## src/rtl/fg_pkg.sv

```systemverilog
package fg_pkg;
    localparam int ID_W   = 4;
    localparam int MASK_W = 1 << ID_W;
    localparam int CFG_DW = 2 * MASK_W;

    typedef struct packed {
        logic            err;
        logic [ID_W-1:0] blk_id;
    } resp_t;
endpackage

```

## src/rtl/fg_mask_bank.sv

```systemverilog
module fg_mask_bank #(
    parameter int NUM_REGS = 3,
    parameter int CFG_AW   = 2
) (
    input  logic                               clk,
    input  logic                               rst_n,
    input  logic                               wr_en,
    input  logic [CFG_AW-1:0]                  wr_idx,
    input  logic [fg_pkg::CFG_DW-1:0]          wr_data,
    output logic [NUM_REGS*fg_pkg::CFG_DW-1:0] regs_flat
);
    import fg_pkg::*;

    typedef struct packed {
        logic [NUM_REGS-1:0][CFG_DW-1:0] regs;
    } bank_t;

    bank_t st_d, st_q;

    always_comb begin
        st_d = st_q;
        for (int k = 0; k < NUM_REGS; k++) begin
            if (wr_en && (int'(wr_idx) == k)) begin
                st_d.regs[k] = wr_data;
            end
        end
    end

    always_ff @(posedge clk or negedge rst_n) begin
        if (!rst_n) begin
            st_q <= '0;
        end else begin
            st_q <= st_d;
        end
    end

    assign regs_flat = st_q.regs;
endmodule

```

## src/rtl/fg_cfg_port.sv

```systemverilog
module fg_cfg_port #(
    parameter int NUM_REGS = 3,
    parameter int CFG_AW   = 2
) (
    input  logic                               cfg_sel,
    input  logic                               cfg_wr,
    input  logic                               cfg_priv,
    input  logic [CFG_AW-1:0]                  cfg_addr,
    input  logic [NUM_REGS*fg_pkg::CFG_DW-1:0] regs_flat,
    output logic                               wr_en,
    output logic [fg_pkg::CFG_DW-1:0]          rdata,
    output logic                               err
);
    import fg_pkg::*;

    logic in_range;

    always_comb begin
        in_range = int'(cfg_addr) < NUM_REGS;
        wr_en    = cfg_sel && cfg_wr && cfg_priv && in_range;
        err      = cfg_sel && cfg_wr && !cfg_priv;
        rdata    = '0;
        for (int k = 0; k < NUM_REGS; k++) begin
            if (cfg_sel && !cfg_wr && (int'(cfg_addr) == k)) begin
                rdata = regs_flat[k*CFG_DW +: CFG_DW];
            end
        end
    end
endmodule

```

## src/rtl/fg_perm_check.sv

```systemverilog
module fg_perm_check #(
    parameter int NUM_FRAMES = 6,
    parameter int FIDX_W     = 3
) (
    input  logic                                 req_valid,
    input  logic [fg_pkg::ID_W-1:0]              req_master,
    input  logic [FIDX_W-1:0]                    req_frame,
    input  logic [NUM_FRAMES*fg_pkg::MASK_W-1:0] mask_flat,
    output logic                                 grant
);
    import fg_pkg::*;

    logic [NUM_FRAMES-1:0] hit;

    for (genvar f = 0; f < NUM_FRAMES; f++) begin : g_frame
        logic [MASK_W-1:0] mask_f;
        assign mask_f = mask_flat[f*MASK_W +: MASK_W];
        assign hit[f] = (int'(req_frame) == f) && mask_f[req_master];
    end

    assign grant = req_valid && (|hit);
endmodule

```

## src/rtl/fg_resp_reg.sv

```systemverilog
module fg_resp_reg (
    input  logic                    clk,
    input  logic                    rst_n,
    input  logic                    req_valid,
    input  logic                    grant,
    input  logic [fg_pkg::ID_W-1:0] req_master,
    output logic                    err,
    output logic [fg_pkg::ID_W-1:0] blk_id
);
    import fg_pkg::*;

    resp_t rs_d, rs_q;

    always_comb begin
        rs_d.err    = req_valid && !grant;
        rs_d.blk_id = rs_d.err ? req_master : '0;
    end

    always_ff @(posedge clk or negedge rst_n) begin
        if (!rst_n) begin
            rs_q <= '0;
        end else begin
            rs_q <= rs_d;
        end
    end

    assign err    = rs_q.err;
    assign blk_id = rs_q.blk_id;
endmodule

```

## src/rtl/frame_guard.sv

```systemverilog
module frame_guard #(
    parameter int NUM_FRAMES = 6,
    parameter int FIDX_W     = 3,
    parameter int CFG_AW     = 2
) (
    input  logic                    clk,
    input  logic                    rst_n,
    input  logic                    req_valid,
    input  logic [fg_pkg::ID_W-1:0] req_master,
    input  logic [FIDX_W-1:0]       req_frame,
    output logic                    acc_pass_o,
    output logic                    acc_err_o,
    output logic [fg_pkg::ID_W-1:0] acc_blk_id_o,
    input  logic                    cfg_sel,
    input  logic                    cfg_wr,
    input  logic                    cfg_priv,
    input  logic [CFG_AW-1:0]       cfg_addr,
    input  logic [fg_pkg::CFG_DW-1:0] cfg_wdata,
    output logic [fg_pkg::CFG_DW-1:0] cfg_rdata_o,
    output logic                    cfg_err_o
);
    import fg_pkg::*;

    localparam int NUM_REGS = NUM_FRAMES / 2;

    logic                           wr_en;
    logic [NUM_REGS*CFG_DW-1:0]     regs_flat;
    logic [NUM_FRAMES*MASK_W-1:0]   mask_flat;

    // Register k packs frame 2k low and frame 2k+1 high, so the flat
    // register image is the flat per-frame mask image.
    assign mask_flat = regs_flat;

    fg_cfg_port #(.NUM_REGS(NUM_REGS), .CFG_AW(CFG_AW)) u_cfg (
        .cfg_sel  (cfg_sel),
        .cfg_wr   (cfg_wr),
        .cfg_priv (cfg_priv),
        .cfg_addr (cfg_addr),
        .regs_flat(regs_flat),
        .wr_en    (wr_en),
        .rdata    (cfg_rdata_o),
        .err      (cfg_err_o)
    );

    fg_mask_bank #(.NUM_REGS(NUM_REGS), .CFG_AW(CFG_AW)) u_bank (
        .clk      (clk),
        .rst_n    (rst_n),
        .wr_en    (wr_en),
        .wr_idx   (cfg_addr),
        .wr_data  (cfg_wdata),
        .regs_flat(regs_flat)
    );

    fg_perm_check #(.NUM_FRAMES(NUM_FRAMES), .FIDX_W(FIDX_W)) u_perm (
        .req_valid (req_valid),
        .req_master(req_master),
        .req_frame (req_frame),
        .mask_flat (mask_flat),
        .grant     (acc_pass_o)
    );

    fg_resp_reg u_resp (
        .clk       (clk),
        .rst_n     (rst_n),
        .req_valid (req_valid),
        .grant     (acc_pass_o),
        .req_master(req_master),
        .err       (acc_err_o),
        .blk_id    (acc_blk_id_o)
    );
endmodule

```

## config.mk

```make
export PLATFORM = sky130hd
export DESIGN_NAME = frame_guard
export DESIGN_NICKNAME = d
export VERILOG_FILES = /design/src/rtl/fg_pkg.sv /design/src/rtl/fg_mask_bank.sv /design/src/rtl/fg_cfg_port.sv /design/src/rtl/fg_perm_check.sv /design/src/rtl/fg_resp_reg.sv /design/src/rtl/frame_guard.sv
export SDC_FILE = /design/constraint.sdc
export NUM_CORES = 1
export LEC_CHECK = 0
export ABC_AREA = 0
export BUFFER_PORTS_ARGS = -buffer_cell sky130_fd_sc_hd__buf_2
export CAP_MARGIN = 30
export CORE_UTILIZATION = 24
export DETAILED_ROUTE_END_ITERATION = 10
export GPL_TIMING_DRIVEN = 1
export PLACE_DENSITY = 0.52
export SLEW_MARGIN = 20
export SYNTH_ARGS = -nofsm -noshare
export SYNTH_HDL_FRONTEND = slang
export SYNTH_SLANG_ARGS = --single-unit
export TNS_END_PERCENT = 100
```

## constraint.sdc

```tcl
create_clock -name clk -period 5.9 [get_ports clk]
set_clock_uncertainty 0.1 [all_clocks]
set_input_delay 0.59 -clock clk [delete_from_list [all_inputs] [get_ports clk]]
set_output_delay 0.59 -clock clk [all_outputs]
set_load 0.01 [all_outputs]
```

==> impl_summary.txt <==
----------------------------------------------------
[Clocking]
  Gates resized, CTS repair ... 0
  Setup Fix Bufs, Post-CTS ... 0
  CTS tree ... done
  Number of clock sinks ... 101
  Post-CTS Hold Fix Bufs ... 0
  Clk root buf ... sky130_fd_sc_hd__clkbuf_16
  Later-pin clock latency in the skew report ... 0.34 ns
  Number of buffers created by CTS ... 9
  Clock slew at reported path FFs ... 0.06 ns
  Maximum level of the CTS H-tree ... 3
  Worst-case clock buffer depth ... 2

[Power]
  Pleak ... 0.002940 uW
  Peak VDD IR ... 128.1 uV
  Switching part of the total ... 28.18%
  Share of power burned in registers ... 51.1%
  Net switching power ... 541.6 uW
  Clock network fraction of design power ... 29.2%
  Cell Int Power ... 1380 uW
  Combinational group share of total power ... 19.7%
  Areal power density over the cells ... 313.2 nW/um^2

[Floorplan]
  IO Pins ... 86
  Initial Utilization ... 24.53%
  Total die area ... 22080 um^2
  Die W ... 148.6 um
  Die boundary height ... 148.6 um
  Core ar. ... 21020 um^2
  Rows ... 53

[Synth]
  Library cell occupying the most area in the post-synthesis netlist ... sky130_fd_sc_hd__dfrtp_1
  Flop and latch count out of synthesis ... 101
  Post-Syn Area per Cell ... 12.61 um^2
  Total standard cell area after synthesis ... 5157 um^2
  Share of synthesized area occupied by flip-flops and latches ... 49.01%
  Largest cells by area after synthesis ... sky130_fd_sc_hd__dfrtp_1, sky130_fd_sc_hd__mux2_2, sky130_fd_sc_hd__mux2i_1
  Number of instances in the synthesized netlist ... 409
  Count of synthesis-stage warnings from yosys ... 0
  Post-Syn Nets ... 456
  Synth cell types ... 28
  Yosys top cell area share ... 49.01%

[STA]
  Maximum frequency from static timing analysis ... 249.4 MHz
  Number of hold violations in the final report ... 0
  Final Hold Slack ... 0.1511 ns
  Min Clock Period, post-route ... 4.009 ns
  Final setup vio count ... 0
  Total negative slack for setup checks ... 0 ns
  Worst relative slew slack ... 35.48%
  Number of pins exceeding their max-slew limit in the final report ... 0
  Unrepaired setup endpoints after global routing ... no
  Transition time at the pin with the least slew margin ... 0.9656 ns
  Share of the clock period used by the worst path ... 67.96%

[Route]
  Post-Route WL ... 15060 um
  First drt pass iteration count ... 5
  Total number of vias ... 3742
  Wire per inst ... 19.78 um
  Vias per inst ... 4.917
  Number of remaining DRC errors ... 0
  Detailed Route Iter0 Violations ... 353
  DRT antenna net count ... 0

[Placed design]
  Gp weighted congestion ... 0.7631
  Estimated wirelength of the detail-placed design ... 10450 um
  Total cell area at the placement stage ... 5853 um^2
  Port Buffers ... 85

[Critical path]
  Arrival time of the worst setup path ... 3.32 ns
  Maximum fanout encountered on the critical timing path ... 29
  Crit Reg-Reg Startpoint ... u_bank.regs_flat[44]$_DFFE_PN0P_
  Req. time, crit path ... 5.21 ns
  Reg-to-reg slack, setup ... 3.68 ns
  Setup CP Type ... primary input to output pin
  Critical path capture point type ... output pin
  Setup crit start kind ... primary input
  Worst-case reg-to-reg path depth ... 5
  Destination of the worst register-to-register timing path ... u_resp.blk_id[0]$_DFF_PN0_

[Hold path]
  Kind of path behind the tightest hold check ... primary input to async pin

[Layout]
  Final core area utilization ... 29.19%
  Final net count ... 527
  Share of cells above drive strength 1 ... 43.80%
  Most frequent standard cell in the layout excluding fill and tap cells ... sky130_fd_sc_hd__dfrtp_1
  Area Growth Syn to Fin ... 19.00%
  Post-route standard cell area excluding fillers ... 6137 um^2
  Highest-count cells in the layout ignoring fill and taps ... sky130_fd_sc_hd__dfrtp_1, sky130_fd_sc_hd__mux2_2, sky130_fd_sc_hd__buf_2

[GRT]
  Initial antenna violation count ... 2
  First-pass GRT wire length ... 23460 um
  Largest net degree at the start of global routing ... 58
  GR Util All Layers ... 14.09%
  Number of global-route vias before repair ... 4001
  Grt total ovfl ... 0

[Run status]
  Outcome ... finished clean

[Run]
  Number of maximum-capacitance constraint violations ... 0

----------------------------------------------------
-- cells by family (layout without fill, tap and decap cells) --
logic type             Yosys count  after routing  synth area share [%]
DFF                            101            101                 49.01
buffers and inverters           64            139                 5.240
muxes                          140            140                 31.51
other                            0              2                     0
AOI/OAI and AO/OA               48             48                 8.685
and+or+nand+nor                 56             56                 5.556
-- synthesized netlist by cell type --
library cell / instances
sky130_fd_sc_hd__nor4b_1: 2
sky130_fd_sc_hd__nand3_1: 7
sky130_fd_sc_hd__a2111oi_0: 4
sky130_fd_sc_hd__nand4_1: 4
sky130_fd_sc_hd__a211oi_1: 2
sky130_fd_sc_hd__nor2_1: 6
sky130_fd_sc_hd__inv_1: 33
sky130_fd_sc_hd__nor2b_1: 2
sky130_fd_sc_hd__o32ai_1: 1
sky130_fd_sc_hd__mux4_1: 1
sky130_fd_sc_hd__buf_2: 5
sky130_fd_sc_hd__buf_6: 1
sky130_fd_sc_hd__buf_12: 1
sky130_fd_sc_hd__nor4_1: 6
sky130_fd_sc_hd__dfrtp_1: 101
sky130_fd_sc_hd__or3_1: 3
sky130_fd_sc_hd__nand2b_1: 6
sky130_fd_sc_hd__o31a_1: 1
sky130_fd_sc_hd__a222oi_1: 32
sky130_fd_sc_hd__and2_1: 1
sky130_fd_sc_hd__a22oi_1: 8
sky130_fd_sc_hd__nor3_1: 2
sky130_fd_sc_hd__mux2i_1: 36
sky130_fd_sc_hd__mux4_2: 7
sky130_fd_sc_hd__nand2_1: 17
sky130_fd_sc_hd__buf_1: 5
sky130_fd_sc_hd__mux2_2: 96
sky130_fd_sc_hd__clkbuf_1: 19
-- worst max path at each step --
stage / from / end / slack, ns
global placement: req_master[0] / acc_pass_o / 1.97
floorplan: req_master[0] / acc_pass_o / 2.93
CTS: req_master[0] / acc_pass_o / 1.90
global route: req_master[0] / acc_pass_o / 1.75
finish: req_master[0] / acc_pass_o / 1.89
detailed placement: req_master[0] / acc_pass_o / 1.91
-- worst max-delay path, stage by stage --
cell	delay (ns)
sky130_fd_sc_hd__buf_2	0.66
sky130_fd_sc_hd__buf_4	0.39
sky130_fd_sc_hd__mux4_2	0.54
sky130_fd_sc_hd__mux2i_1	0.17
sky130_fd_sc_hd__nor3_1	0.06
sky130_fd_sc_hd__or3_1	0.44
sky130_fd_sc_hd__o31a_1	0.30
sky130_fd_sc_hd__buf_2	0.15
-- layout make-up --
cell class                 count  area (um^2)
fill                        2161        14880
sequential                   101         2527
multi-input combinational    244         2385
timing repair buffer          91        473.0
tap                          275        344.1
clock buffer                  14        274.0
inverter                      33        123.9
clock inverter                 1        5.005
antenna                        2        5.005
-- flip-flops by register name (all words and copies together), names as in the netlist --
register	cells
u_bank.regs_flat	96
u_resp.err	1
u_resp.blk_id	4
-- stage by stage --
step,setup WS (ns),total power (uW),instances
final,1.891,1922,761
after global routing,1.747,2023,760
after CTS,1.898,1942,759
after detailed placement,1.910,1379,744
after global placement,1.965,1355,744
after floorplan,2.931,1213,409
-- power by group through the flow --
stage,Combinational (uW),Clock [uW],Sequential [uW]
3_5_place_dp,385,0,994
6_report,378,561,983
4_1_cts,386,574,982
5_1_grt,416,604,1000
2_1_floorplan,270,0,943
3_3_place_gp,366,0,989
-- routing by layer --
metal  GRT usage [%]  routed length (um)  vias to the layer above
li1                -                   -                     1692
met1           17.75                6607                     1941
met3           2.301                 613                       17
met2           23.64                7532                       90
met5               0                  13                        -
met4           6.237                 288                        2
(Power assumes the default switching activity.)
